`config.mk`:
```
export PLATFORM = sky130hd
export DESIGN_NAME = gpio_ctrl
export DESIGN_NICKNAME = d
export VERILOG_FILES = /design/src/rtl/gpio_pkg.sv /design/src/rtl/gpio_sync.sv /design/src/rtl/gpio_edge.sv /design/src/rtl/gpio_regs.sv /design/src/rtl/gpio_ctrl.sv
export SDC_FILE = /design/constraint.sdc
export NUM_CORES = 1
export LEC_CHECK = 0
export ABC_CLOCK_PERIOD_IN_PS = 1800
export BUFFER_PORTS_ARGS = -buffer_cell sky130_fd_sc_hd__buf_2
export CAP_MARGIN = 20
export CORE_MARGIN = 5
export CORE_UTILIZATION = 40
export DETAILED_ROUTE_END_ITERATION = 10
export GPL_TIMING_DRIVEN = 0
export PLACE_DENSITY_LB_ADDON = 0.08
export SLEW_MARGIN = 20
export SYNTH_ARGS = -nofsm -noshare
export SYNTH_HDL_FRONTEND = slang
export SYNTH_SLANG_ARGS = --single-unit
export TNS_END_PERCENT = 1
```
`constraint.sdc`:
```
create_clock -name clk -period 1.8 [get_ports clk]
set_input_delay 0.09 -clock clk [delete_from_list [all_inputs] [get_ports clk]]
set_output_delay 0.09 -clock clk [all_outputs]
set_load 0.01 [all_outputs]
```
`src/rtl/gpio_pkg.sv`:
```
package gpio_pkg;
  localparam int GPIO_PINS  = 32;
  localparam int GPIO_AW    = 5;
  localparam int GPIO_IDX_W = 3;

  // Word index = bus_addr[4:2]
  localparam logic [GPIO_IDX_W-1:0] IDX_DIR = 3'd0;
  localparam logic [GPIO_IDX_W-1:0] IDX_ODN = 3'd1;
  localparam logic [GPIO_IDX_W-1:0] IDX_DAT = 3'd2;
  localparam logic [GPIO_IDX_W-1:0] IDX_EVT = 3'd3;
  localparam logic [GPIO_IDX_W-1:0] IDX_MSK = 3'd4;
  localparam logic [GPIO_IDX_W-1:0] IDX_SNS = 3'd5;
endpackage

```
`src/rtl/gpio_sync.sv`:
```
module gpio_sync #(
  parameter int W      = 32,
  parameter int STAGES = 2
) (
  input  logic         clk,
  input  logic         rst_n,
  input  logic [W-1:0] din,
  output logic [W-1:0] dout
);
  logic [W-1:0] stage_q [STAGES];

  generate
    for (genvar s = 0; s < STAGES; s++) begin : g_stage
      always_ff @(posedge clk) begin
        if (!rst_n) stage_q[s] <= '0;
        else if (s == 0) stage_q[s] <= din;
        else stage_q[s] <= stage_q[(s == 0) ? 0 : s-1];
      end
    end
  endgenerate

  assign dout = stage_q[STAGES-1];
endmodule

```
`src/rtl/gpio_edge.sv`:
```
module gpio_edge #(
  parameter int W = 32
) (
  input  logic         clk,
  input  logic         rst_n,
  input  logic [W-1:0] level,
  input  logic [W-1:0] fall_only,
  input  logic [W-1:0] clr,
  output logic [W-1:0] ev_q
);
  logic [W-1:0] prev_q;
  logic [W-1:0] rise, fall, hit;

  assign rise = level & ~prev_q;
  assign fall = ~level & prev_q;
  assign hit  = fall | (rise & ~fall_only);

  always_ff @(posedge clk) begin
    if (!rst_n) begin
      prev_q <= '0;
      ev_q   <= '0;
    end else begin
      prev_q <= level;
      // a fresh edge outranks a clear in the same cycle
      ev_q   <= (ev_q & ~clr) | hit;
    end
  end
endmodule

```
`src/rtl/gpio_regs.sv`:
```
module gpio_regs
  import gpio_pkg::*;
#(
  parameter int W  = GPIO_PINS,
  parameter int AW = GPIO_AW
) (
  input  logic          clk,
  input  logic          rst_n,
  input  logic          bus_en,
  input  logic          bus_we,
  input  logic [AW-1:0] bus_addr,
  input  logic [W-1:0]  bus_wdata,
  input  logic [W-1:0]  ev_q,
  input  logic [W-1:0]  pin_lvl,
  output logic [W-1:0]  dir_q,
  output logic [W-1:0]  odn_q,
  output logic [W-1:0]  lat_q,
  output logic [W-1:0]  msk_q,
  output logic [W-1:0]  sns_q,
  output logic [W-1:0]  ev_clr,
  output logic          bus_rvalid,
  output logic [W-1:0]  bus_rdata
);
  logic [GPIO_IDX_W-1:0] idx;
  logic                  wr, rd;
  logic [W-1:0]          rd_mux;

  assign idx    = bus_addr[AW-1:2];
  assign wr     = bus_en & bus_we;
  assign rd     = bus_en & ~bus_we;
  assign ev_clr = (wr && idx == IDX_EVT) ? bus_wdata : '0;

  always_ff @(posedge clk) begin
    if (!rst_n) begin
      dir_q <= '0;
      odn_q <= '0;
      lat_q <= '0;
      msk_q <= '0;
      sns_q <= '0;
    end else if (wr) begin
      case (idx)
        IDX_DIR: dir_q <= bus_wdata;
        IDX_ODN: odn_q <= bus_wdata;
        IDX_DAT: lat_q <= bus_wdata;
        IDX_MSK: msk_q <= bus_wdata;
        IDX_SNS: sns_q <= bus_wdata;
        default: ;
      endcase
    end
  end

  always_comb begin
    case (idx)
      IDX_DIR: rd_mux = dir_q;
      IDX_ODN: rd_mux = odn_q;
      IDX_DAT: rd_mux = (lat_q & dir_q) | (pin_lvl & ~dir_q);
      IDX_EVT: rd_mux = ev_q;
      IDX_MSK: rd_mux = msk_q;
      IDX_SNS: rd_mux = sns_q;
      default: rd_mux = '0;
    endcase
  end

  always_ff @(posedge clk) begin
    if (!rst_n) begin
      bus_rvalid <= 1'b0;
      bus_rdata  <= '0;
    end else begin
      bus_rvalid <= rd;
      if (rd) bus_rdata <= rd_mux;
    end
  end
endmodule

```
`src/rtl/gpio_ctrl.sv`:
```
module gpio_ctrl
  import gpio_pkg::*;
#(
  parameter int W      = GPIO_PINS,
  parameter int AW     = GPIO_AW,
  parameter int STAGES = 2
) (
  input  logic          clk,
  input  logic          rst_n,
  input  logic          bus_en,
  input  logic          bus_we,
  input  logic [AW-1:0] bus_addr,
  input  logic [W-1:0]  bus_wdata,
  output logic          bus_rvalid,
  output logic [W-1:0]  bus_rdata,
  input  logic [W-1:0]  pad_in,
  output logic [W-1:0]  pad_oe,
  output logic [W-1:0]  pad_out,
  output logic          irq
);
  // Internal vectors use register order: pin n at bit W-1-n.
  logic [W-1:0] pad_in_r, sync_r, oe_r, out_r;
  logic [W-1:0] dir_q, odn_q, lat_q, msk_q, sns_q, ev_q, ev_clr;

  generate
    for (genvar p = 0; p < W; p++) begin : g_pin
      assign pad_in_r[W-1-p] = pad_in[p];
      assign pad_oe[p]       = oe_r[W-1-p];
      assign pad_out[p]      = out_r[W-1-p];
    end
  endgenerate

  gpio_sync #(.W(W), .STAGES(STAGES)) u_sync (
    .clk(clk), .rst_n(rst_n), .din(pad_in_r), .dout(sync_r)
  );

  gpio_edge #(.W(W)) u_edge (
    .clk(clk), .rst_n(rst_n), .level(sync_r), .fall_only(sns_q),
    .clr(ev_clr), .ev_q(ev_q)
  );

  gpio_regs #(.W(W), .AW(AW)) u_regs (
    .clk(clk), .rst_n(rst_n), .bus_en(bus_en), .bus_we(bus_we),
    .bus_addr(bus_addr), .bus_wdata(bus_wdata), .ev_q(ev_q),
    .pin_lvl(sync_r), .dir_q(dir_q), .odn_q(odn_q), .lat_q(lat_q),
    .msk_q(msk_q), .sns_q(sns_q), .ev_clr(ev_clr),
    .bus_rvalid(bus_rvalid), .bus_rdata(bus_rdata)
  );

  assign oe_r  = dir_q & ~(odn_q & lat_q);
  assign out_r = lat_q & ~odn_q;
  assign irq   = |(ev_q & msk_q);
endmodule

```
; ---- Word level (Yosys, flattened, before mapping)
; Memory sizes are Yosys's and may differ from the RTL's.
; Cells that the tools add are included.
[op_classes]
bitwise_logic = 25
n_mux = 6
eq_ne = 5
reduce_logical = 8
[op_table]
columns = operator, count
row1 = 32-bit bitwise AND, 10
row2 = 32-bit inverter, 7
row3 = 32-bit one-hot mux with 6 select lines, 1
row4 = 32-bit 2-to-1 mux, 3
row5 = 32-bit OR, 3
row6 = 32-bit OR reduction, 1
row7 = 2-bit AND reduction, 5
row8 = 3-bit by 2-bit == test with 1-bit output (second input constant), 2
row9 = 3-bit == test (second input constant), 2
row10 = 3-bit by 1-bit == test with 1-bit output (second input constant), 1
row11 = 3-bit logical NOT, 1
row12 = 1-bit bitwise AND, 2
row13 = 1-bit 2-to-1 mux, 2
row14 = 1-bit OR, 2
row15 = 1-bit logical AND, 1
row16 = 1-bit inverter, 1
[totals]
regBits = 257
word_cells = 54
mem_bits_rw = 64
memories = 1
out_inout_bits = 98
in_bits = 73
[mem_list]
columns = name, depth, word_bits, rd, rd_clocked_by_memory_dff, write_ports, line_no
row1 = u_sync.stage_q, 2, 32, 2, 0, 2, gpio_sync.sv:10  ; logic [W-1:0] stage_q [STAGES];

; ---- Longest topological paths before layout
; Gate-level depths: netlist of the first run.
[depth]
ltp_word = 6
mapped_depth = 7
depth_no_buf = 4

; ---- Hierarchy
; A second synthesis of the first run with hierarchy kept.
[hier_totals]
cells_unflattened = 1529
area_unflattened_um2 = 13777.0
[modules_own_cells]
columns = mod, instances, seq_area_each_um2, cells_per_inst, area_each_um2
row1 = gpio_regs, 1, 3863.7, 1079, 8866.0
row2 = gpio_edge, 1, 1281.2, 231, 2521.2
row3 = gpio_sync, 1, 1281.2, 134, 1791.7
row4 = gpio_ctrl, 1, 0.0, 85, 598.1

; ---- Least setup slack after synthesis of the first run
; OpenSTA, ideal clock, no wires.
[synth_path]
path_kind = input to register
start = input bus_addr[2]
end = register u_regs.dir_q[22]
setup_time_ns = 0.132
n_path_buf = 3
required_ns = 1.668
stages = 7
setup_slack_ns = 0.475
arrival_ns = 1.193
path_cell_list = buf_2 -> or2_1 -> or3_1 -> clkbuf_1 -> buf_2 -> nand2_1 -> a21oi_1
[synth_via]
elab_chain_len = 2
[synth_lines]
columns = element, line_no
row1 = from (decl), gpio_ctrl.sv:12  ; input logic [AW-1:0] bus_addr,
row2 = 3-bit logical NOT, gpio_regs.sv:41  ; case (idx)
row3 = 2-bit AND reduction (no line), -
row4 = to (signal assigned), gpio_regs.sv:42  ; IDX_DIR: dir_q <= bus_wdata;
row5 = to (decl), gpio_regs.sv:15  ; output logic [W-1:0] dir_q,
; Every way passes these cells.
; A chain may end at the register's enable or synchronous reset.

; ---- Final worst setup path of the first run
[layout_path]
start = register u_edge.ev_q[5]
end = output irq
[layout_via]
elab_chain_len = 2
[layout_lines]
columns = element, line_no
row1 = from (decl), gpio_edge.sv:9  ; output logic [W-1:0] ev_q
row2 = from (signal assigned), gpio_edge.sv:25  ; ev_q <= (ev_q & ~clr) | hit;
row3 = 32-bit bitwise AND, gpio_ctrl.sv:52  ; assign irq = |(ev_q & msk_q);
row4 = 32-bit OR reduction, gpio_ctrl.sv:52
row5 = to (decl), gpio_ctrl.sv:19  ; output logic irq
; Every way passes these cells.

==> flow_metrics.env, run 1 <==
export IMPL_outcome="finished, violations left"
export IMPL_violations="setup timing"
export IMPL_synth_edf_count=0
export IMPL_grt_busiest_layer="met2"
export IMPL_drive_above_1_share_pct=17.70
export IMPL_core_mm2=0.03245
export IMPL_fin_area_mm2=0.01644
export IMPL_power_uw=16380
export IMPL_io_buffers=166
export IMPL_clkTransAtPathRegs_ps=60
export IMPL_rsz0062_at_grt="yes"
export IMPL_avgViaCountPerCell=5.498
export IMPL_avgSynthCellArea_um2=8.721
export IMPL_p_per_area_mw_per_mm2=996.6
export IMPL_fin_nets=1844
export IMPL_critical_path_max_fanout=3
export IMPL_fill_cells=3178
export IMPL_fmax_mhz=484.9
export IMPL_grt_pass1_wl_um=75200
export IMPL_drt_wl_total_um=52050
export IMPL_cts_buffers=37
export IMPL_place_area_mm2=0.01448
export IMPL_cts_tree="done"
export IMPL_vias=12320
export IMPL_ys_ff_latch=321
export IMPL_first_global_vias=11650
export IMPL_cts_root_buf="clkbuf_16"
export IMPL_met2_usage_pct=43.44
export IMPL_max_slew_margin_pct=24.53
export IMPL_hold_path_startpoint="rst_n"
export IMPL_ys_async_sr_fraction_pct=0
export IMPL_fin_crit_ps=2062
export IMPL_whs_ps=88.25
export IMPL_worstSetupPathType="register to output port"
export IMPL_synth_nets=1575
export IMPL_tns_ps=-262.3
export IMPL_grt_usage_pct=27.68
export IMPL_synth_flop_cell="dfxtp_1"
export IMPL_hold_class="primary input to register"
export IMPL_yosys_area_top_type="dfxtp_1"
export IMPL_cellLeakagePower_uw=0.006289
export IMPL_rr_endpoint="u_regs.bus_rdata[10]"
export IMPL_slew_viol_final=0
export IMPL_pin_count=171
export IMPL_finalClockSkew_ps=14.41
export IMPL_ys_seq_area_share_pct=49.06
export IMPL_yosys_top_cells_area="dfxtp_1 49%, nand2_1 10%, a21oi_1 6.7%"
export IMPL_cp_arrival_ps=1970
export IMPL_post_route_worst_setup_slack_ps=-262.3
export IMPL_synth_top_cell_area_share_pct=49.06
export IMPL_drt_antenna_violating_nets=0
export IMPL_synthCells=1502
export IMPL_die_w_um=191.0
export IMPL_dp_hpwl_um=35740
export IMPL_antenna_found_initial=2
export IMPL_utilization_pct=50.66
export IMPL_worstSetupStartpointType="register"
export IMPL_overflow=0
export IMPL_finalSetupViolations=1
export IMPL_period_share_pct=114.6
export IMPL_ir_drop_mv=0.7143
export IMPL_reg2regPathDepth=3
export IMPL_area_delta_synth_final_pct=25.50
export IMPL_cp_required_ps=1710
export IMPL_rows=66
export IMPL_clock_latency_ps=530
export IMPL_finalWeightedCongestion=0.9411
export IMPL_syn_area_mm2=0.01310
export IMPL_wl_per_cell_um=23.23
export IMPL_yosys_warnings=0
export IMPL_worstHoldPathCells=3
export IMPL_multi_input_comb_area_mm2=0.006195
export IMPL_seq_area_mm2=0.006437
export IMPL_endpoint_kind="output port"
export IMPL_worstReg2RegStart="u_regs.dir_q[10]"
export IMPL_ff2ff_setup_slack_ps=290
export IMPL_holdPathEnd="u_regs.bus_rdata[20]"
export IMPL_maxCapViolations=0
export IMPL_dieArea_mm2=0.03647
export IMPL_drt_pass1_iterations=8
export IMPL_ys_types=46
export IMPL_cts_sinks=321
export IMPL_cts_max_level=2
export IMPL_grt_max_degree=14
export IMPL_drc=0
export IMPL_die_height_um=191.0
export IMPL_met1_usage_pct=38.02
export IMPL_initial_core_util_pct=40.36
export IMPL_worst_pin_slew_ps=1132
export IMPL_use_met3_pct=5.150
export IMPL_final_hold_viol_count=0
export IMPL_ctsLongestPathBuffers=3
export IMPL_drtIter0Drc=1234
-- synthesized netlist by cell type, drive strengths merged (13+ instances only) --
master	number
a21boi	64
a21oi	176
a22o	13
a22oi	53
a31oi	20
and2	107
buf	42
clkbuf	58
dfxtp	321
inv	16
mux2i	23
nand2	360
nor2	22
nor2b	55
nor3b	33
o21ai	39
o31a	32
-- kinds of logic (layout without fill, tap and decap cells) --
| kind of cell | after synthesis | count (layout) | share of synthesized area [%] |
|---|---|---|---|
| other cells | 0 | 2 | 0 |
| compound gates | 420 | 420 | 20.57 |
| mux | 45 | 45 | 4.595 |
| flops | 321 | 321 | 49.06 |
| buf+inv | 116 | 411 | 3.954 |
| simple gates | 600 | 600 | 21.83 |
-- state kept, by name, summed over array words and instances, names as in the netlist --
name	cells
u_regs.bus_rvalid	1
u_regs.sns_q	32
u_regs.odn_q	32
u_regs.dir_q	32
u_regs.bus_rdata	32
u_regs.msk_q	32
u_regs.lat_q	32
u_edge.ev_q	32
u_edge.prev_q	32
u_sync.stage_q	64
-- critical path, stage by stage, from the launching register on --
cell     delay (ps)
dfxtp_1         350
a22oi_1         220
nand4_1         150
or4_4           570
buf_6           150
-- cell type report --
class	count	share of cell area (%)
Clock buffer	55	6.911
Buffer	100	2.831
Inverter	16	0.3653
Sequential cell	321	39.16
Multi-Input combinational cell	1065	37.68
Tap cell	442	3.364
Clock inverter	10	0.6698
Timing Repair Buffer	230	8.989
Antenna cell	2	0.03044
-- power by group --
group	internal (uW)	switching, uW
Sequential	7300	176
Clock	4660	3050
Combinational	462	743
-- layout by cell type, fill, tap and decap left out, types with 4 or more instances in the layout --
cell           count
nand2_1          360
dfxtp_1          312
buf_2            198
a21oi_1          175
and2_1           106
dlygate4sd3_1     64
clkbuf_1          62
nor2b_1           55
a22oi_1           47
clkbuf_16         39
o21ai_0           36
a21boi_0          34
nor3b_1           32
o31a_1            32
a21boi_1          30
mux2i_1           23
nor2_1            21
a31oi_1           20
inv_1             15
a22o_1            13
mux4_2            11
mux2_2            11
clkbuf_8          10
dfxtp_2            9
o2bb2ai_1          8
a222oi_1           7
a22oi_2            6
buf_4              5
clkinv_2           5
nand4_1            4
buf_6              4
nand2b_1           4
-- per-layer routing --
| layer | wire length (um) | share of wire [%] | up-vias |
|---|---|---|---|
| met5 | 0 | 0 | - |
| li1 | - | - | 5717 |
| met2 | 23050 | 44 | 610 |
| met4 | 1974 | 3.8 | 0 |
| met3 | 4662 | 9.0 | 109 |
| met1 | 22370 | 43 | 5886 |
-- worst max-delay path by stage --
stage                          startpoint                   end  cells past startpoint
after floorplan               bus_addr[2]      u_regs.dir_q[22]                      7
after detailed placement      bus_addr[3]  u_regs.bus_rdata[26]                      7
after CTS                 u_regs.msk_q[9]                   irq                      4
final                      u_edge.ev_q[5]                   irq                      4
after global placement        bus_addr[3]   u_regs.bus_rdata[6]                      7
after global routing      u_regs.msk_q[8]                   irq                      4
-- per-stage QoR --
step	cells	worst slack (ps)
3_5_place_dp	2110	-531.1
2_1_floorplan	1502	474.6
5_1_grt	2241	-279.3
3_3_place_gp	2110	-548.4
4_1_cts	2239	-274.1
6_report	2241	-262.3
-- repair_timing --
action / CTS / global route
setup endpoints to repair: 1 / 18
endpoints found under the hold margin: 206 / 0
hold buffers: 64 / 0
buffers inserted: 0 / 0
resized for setup: 7 / 16
pin swaps: 2 / 4
Power figures use the tool's default switching activity.
==> inputs of run 2 (changes only) <==
RECOVER_POWER = 25   (was unset)
==> flow_metrics.env, run 2 (synthesis gave the netlist of run 1 again) <==
export IMPL_outcome="finished, violations left"
export IMPL_violations="setup timing"
export IMPL_rows=66
export IMPL_postCtsSetupRepairBufs=0
export IMPL_worstSetupPathType="register to output port"
export IMPL_worst_pin_slew_ps=1101
export IMPL_area_delta_synth_final_pct=25.02
export IMPL_cts_sinks=321
export IMPL_first_global_vias=11650
export IMPL_cts_tree="done"
export IMPL_final_cell_mix="360 x nand2_1, 312 x dfxtp_1, 175 x a21oi_1"
export IMPL_max_slew_margin_pct=26.57
export IMPL_reg2regPathDepth=3
export IMPL_cellLeakagePower_uw=0.006124
export IMPL_ir_drop_mv=0.7122
export IMPL_slew_viol_final=0
export IMPL_p_int_uw=12410
export IMPL_core_mm2=0.03245
export IMPL_pwr_share_clk_pct=47.0
export IMPL_pin_count=171
export IMPL_regMostFlops="u_sync.stage_q"
export IMPL_dieArea_mm2=0.03647
export IMPL_grt_busiest_layer="met2"
export IMPL_final_hold_viol_count=0
export IMPL_holdPathEnd="u_regs.bus_rdata[31]"
export IMPL_drtIter0Drc=1237
export IMPL_avgViaCountPerCell=5.509
export IMPL_p_per_area_mw_per_mm2=998.9
export IMPL_maxCapViolations=0
export IMPL_cts_buffers=37
export IMPL_post_route_worst_setup_slack_ps=-260.2
export IMPL_wl_per_cell_um=23.19
export IMPL_worstHoldPathCells=3
export IMPL_hold_path_startpoint="rst_n"
export IMPL_drive_above_1_share_pct=15.36
export IMPL_endpoint_kind="output port"
export IMPL_tns_ps=-2627
export IMPL_whs_ps=85.18
export IMPL_met2_usage_pct=43.44
export IMPL_cp_arrival_ps=1970
export IMPL_combPwrFrac_pct=7.3
export IMPL_dp_hpwl_um=35740
export IMPL_critical_path_max_fanout=3
export IMPL_grt_pass1_wl_um=75200
export IMPL_worstSetupStartpointType="register"
export IMPL_hold_class="primary input to register"
export IMPL_grt_max_degree=14
export IMPL_finalSetupViolations=49
export IMPL_period_share_pct=114.5
export IMPL_seqPwrFrac_pct=45.7
export IMPL_cts_max_level=2
export IMPL_finalClockSkew_ps=12.29
export IMPL_io_buffers=166
export IMPL_rsz0062_at_grt="yes"
export IMPL_drt_wl_total_um=51960
export IMPL_ff2ff_setup_slack_ps=320
export IMPL_vias=12350
export IMPL_drc=0
export IMPL_largest_reg_flops=64
export IMPL_initial_core_util_pct=40.36
export IMPL_use_met3_pct=5.150
export IMPL_fin_nets=1844
export IMPL_clkTransAtPathRegs_ps=60
export IMPL_clock_latency_ps=530
export IMPL_drt_antenna_violating_nets=0
export IMPL_fin_crit_ps=2060
export IMPL_die_height_um=191.0
export IMPL_cts_root_buf="clkbuf_16"
export IMPL_met1_usage_pct=38.02
export IMPL_mostFrequentLayoutCell="nand2_1"
export IMPL_cp_required_ps=1710
export IMPL_finalWeightedCongestion=0.9411
export IMPL_die_w_um=191.0
export IMPL_switchingPower_uw=3948
export IMPL_ctsLongestPathBuffers=3
export IMPL_grt_usage_pct=27.68
export IMPL_rr_endpoint="u_regs.bus_rdata[10]"
export IMPL_antenna_found_initial=2
export IMPL_fmax_mhz=485.4
export IMPL_worstReg2RegStart="u_regs.dir_q[10]"
export IMPL_overflow=0
export IMPL_drt_pass1_iterations=6
export IMPL_switching_share_pct=24.13
[run 2: cell types whose count changed in the layout (fill, tap and decap cells not counted), moves of 3 or more]
cell	previous run	this run
and2_0	1	6
and2_1	106	101
buf_2	198	157
clkbuf_1	62	101
clkbuf_2	1	4
[run 2: power groups by stage]
stage               Sequential (uW)  Clock [uW]  Combinational, uW
CTS                            7460        7780               1180
finish                         7470        7690               1200
global route                   7480        8110               1270
detailed placement             7610           0               1070
floorplan                      7540           0                572
global placement               7610           0               1060
[run 2: per-layer routing]
metal | up-vias | wire [um]
li1 | 5729 | -
met1 | 5920 | 22260
met5 | - | 0
met4 | 0 | 1820
met3 | 104 | 4653
met2 | 592 | 23230
[run 2: final cells by class]
class	count	area, um^2
diodes	2	5.005
plain buffers	100	457.9
clock buffers	55	1136
clock inverters	10	110.1
fillers	3196	16080
inverters	16	60.06
multi-input cells	1065	6182
flip-flops and latches	321	6437
well taps	442	553.0
repair buffers	230	1434
[run 2: worst max path at each step]
stage	from	to	slack, ps	cells after the start
after floorplan	bus_addr[2]	u_regs.dir_q[22]	470	7
after global routing	u_regs.msk_q[8]	irq	-280	4
after global placement	bus_addr[3]	u_regs.bus_rdata[6]	-550	7
final	u_regs.msk_q[26]	irq	-260	4
after detailed placement	bus_addr[3]	u_regs.bus_rdata[26]	-530	7
after CTS	u_regs.msk_q[9]	irq	-270	4
[run 2: stage by stage]
step	instances	setup WS [ps]	utilization (%)	total power, uW	area (um^2)
2_1_floorplan	1502	474.6	-	8109	13100
3_3_place_gp	2110	-548.4	44.63	8671	14480
3_5_place_dp	2110	-531.1	44.63	8680	14480
4_1_cts	2239	-274.1	50.54	16430	16400
5_1_grt	2241	-279.3	50.46	16860	16380
6_report	2241	-260.2	50.46	16360	16380
[run 2: timing repair]
| item | in CTS | in global routing |
|---|---|---|
| endpoints found under the hold margin | 206 | 0 |
| setup endpoints to repair | 1 | 18 |
| cloned | 0 | 0 |
| resized for setup | 7 | 16 |
| hold buffers | 64 | 0 |
| pin swaps | 2 | 4 |
[run 2: worst max-delay path: stages, from the launching register on]
cell     delay (ps)
dfxtp_1         370
a22oi_2         220
nand4_1         160
or4_4           540
buf_6           150
==> inputs of run 3 (changes only) <==
ABC_CLOCK_PERIOD_IN_PS = 2050   (was 1800)
CORE_UTILIZATION = 50   (was 40)
clock period = 2.05 ns   (was 1.8 ns; I/O delays follow)
==> flow_metrics.env, run 3 (synthesis gave the netlist of run 1 again) <==
export IMPL_outcome="finished, violations left"
export IMPL_violations="setup timing"
export IMPL_utilization_pct=62.29
export IMPL_clkTransAtPathRegs_ps=60
export IMPL_grt_max_degree=14
export IMPL_wl_met3_um=5107
export IMPL_fmax_mhz=476.9
export IMPL_worstHoldPathCells=3
export IMPL_rsz0062_at_grt="yes"
export IMPL_crit_slowest_cell="or4_4"
export IMPL_postCtsSetupRepairBufs=0
export IMPL_grt_pass1_wl_um=72720
export IMPL_reg2regPathDepth=3
export IMPL_crit_start="u_edge.ev_q[19]"
export IMPL_pin_count=171
export IMPL_worstSetupPathType="register to output port"
export IMPL_cts_max_level=2
export IMPL_endpoint_kind="output port"
export IMPL_ctsLongestPathBuffers=3
export IMPL_fin_crit_ps=2097
export IMPL_path_cells="a22oi_2 > nand4_1 > or4_4 > buf_6"
export IMPL_hold_class="primary input to register"
export IMPL_max_slew_margin_pct=23.72
export IMPL_cts_root_buf="clkbuf_16"
export IMPL_drive_above_1_share_pct=14.40
export IMPL_wl_met2_um=21310
export IMPL_core_mm2=0.02591
export IMPL_avgViaCountPerCell=5.861
export IMPL_whs_ps=85.66
export IMPL_hold_path_startpoint="rst_n"
export IMPL_holdPathEnd="u_regs.bus_rdata[20]"
export IMPL_final_hold_viol_count=0
export IMPL_cp_required_ps=1950
export IMPL_mostFrequentLayoutCell="nand2_1"
export IMPL_first_global_vias=12070
export IMPL_critPathMaxStageDelay_ps=590
export IMPL_critical_path_max_fanout=3
export IMPL_ir_drop_mv=0.7626
export IMPL_cellLeakagePower_uw=0.006029
export IMPL_largest_reg_flops=64
export IMPL_clock_latency_ps=520
export IMPL_cts_tree="done"
export IMPL_dieArea_mm2=0.02953
export IMPL_die_height_um=171.9
export IMPL_cts_buffers=36
export IMPL_wl_per_cell_um=23.26
export IMPL_drt_pass1_iterations=6
export IMPL_place_area_mm2=0.01435
export IMPL_finalClockSkew_ps=14.41
export IMPL_p_per_area_mw_per_mm2=873.6
export IMPL_finalSetupViolations=1
export IMPL_post_route_worst_setup_slack_ps=-46.80
export IMPL_io_buffers=166
export IMPL_rr_endpoint="u_regs.bus_rdata[24]"
export IMPL_worst_pin_slew_ps=1144
export IMPL_slew_viol_final=0
export IMPL_tns_ps=-46.80
export IMPL_overflow=0
export IMPL_drtIter0Drc=1466
export IMPL_worstReg2RegStart="u_regs.dir_q[24]"
export IMPL_period_share_pct=102.3
export IMPL_drt_antenna_violating_nets=0
export IMPL_area_delta_synth_final_pct=23.21
export IMPL_finalWeightedCongestion=0.9835
export IMPL_die_w_um=171.9
export IMPL_vias=12480
export IMPL_final_cell_mix="360 x nand2_1, 315 x dfxtp_1, 175 x a21oi_1"
export IMPL_regMostFlops="u_sync.stage_q"
export IMPL_cp_arrival_ps=1990
export IMPL_ff2ff_setup_slack_ps=630
export IMPL_drc=0
export IMPL_dp_hpwl_um=33660
export IMPL_initial_core_util_pct=50.55
export IMPL_fin_area_mm2=0.01614
export IMPL_antenna_found_initial=1
export IMPL_grt_usage_pct=32.79
export IMPL_maxCapViolations=0
export IMPL_m1WireLength_um=20450
export IMPL_highest_layer="met4"
export IMPL_drt_wl_total_um=49530
export IMPL_fin_nets=1843
export IMPL_cts_sinks=321
export IMPL_rows=59
export IMPL_worstSetupStartpointType="register"
## run 3: cell count changes in the layout (fill, tap and decap cells not counted), moves of 2 or more
| cell | before | now |
|---|---|---|
| clkbuf_1 | 101 | 111 |
| and2_0 | 6 | 15 |
| and2_1 | 101 | 92 |
| buf_2 | 157 | 151 |
| clkbuf_8 | 10 | 6 |
| dfxtp_1 | 312 | 315 |
| dfxtp_2 | 9 | 6 |
| clkbuf_16 | 39 | 37 |
| clkbuf_2 | 4 | 2 |
| inv_6 | 2 | 0 |
## run 3: cell type report
class	instances	area [um^2]
multi-input cells	1065	6177
clock inverters	10	133.9
clock buffers	50	1035
plain buffers	100	450.4
diodes	2	5.005
flip-flops and latches	321	6434
well taps	335	419.2
fillers	2258	9772
inverters	16	60.06
repair buffers	230	1425
## run 3: worst max-delay path by stage
| stage | to | slack [ps] | cells after the start |
|---|---|---|---|
| floorplan | u_regs.dir_q[22] | 710 | 7 |
| global placement | u_regs.bus_rdata[29] | -280 | 7 |
| detailed placement | u_regs.bus_rdata[29] | -290 | 7 |
| CTS | irq | 0.4 | 4 |
| global route | irq | -50 | 4 |
| finish | irq | -50 | 4 |
## run 3: critical path, delay by kind of cell (launching register included)
family | cells | cell delay (ps)
buf+inv | 1 | 140
compound gates | 1 | 250
simple gates | 2 | 760
flops | 1 | 330
## run 3: what timing repair did
item,CTS,global route
pin swaps,3,3
hold endpoints to repair,192,0
gates resized for setup,8,5
setup endpoints to repair,1,1
hold buffers,64,0
## run 3: per-stage QoR
stage               cells  worst slack [ps]  total power [uW]
CTS                  2127            0.3662             14080
finish               2129            -46.80             14100
global placement     2003            -284.4              7588
floorplan            1502             712.1              7120
detailed placement   2003            -290.9              7601
global route         2128            -50.36             14420
## run 3: per-layer routing
metal | track usage (%) | vias up
met4 | 16.68 | 0
met5 | 0 | -
li1 | - | 5698
met1 | 44.47 | 5890
met3 | 6.104 | 164
met2 | 50.32 | 727
## run 3: power breakdown
group | total [uW] | internal [uW] | switching, uW
registers | 6560 | 6410 | 149
logic | 1040 | 399 | 646
clock network | 6500 | 3890 | 2610
total | 14100 | 10700 | 3400
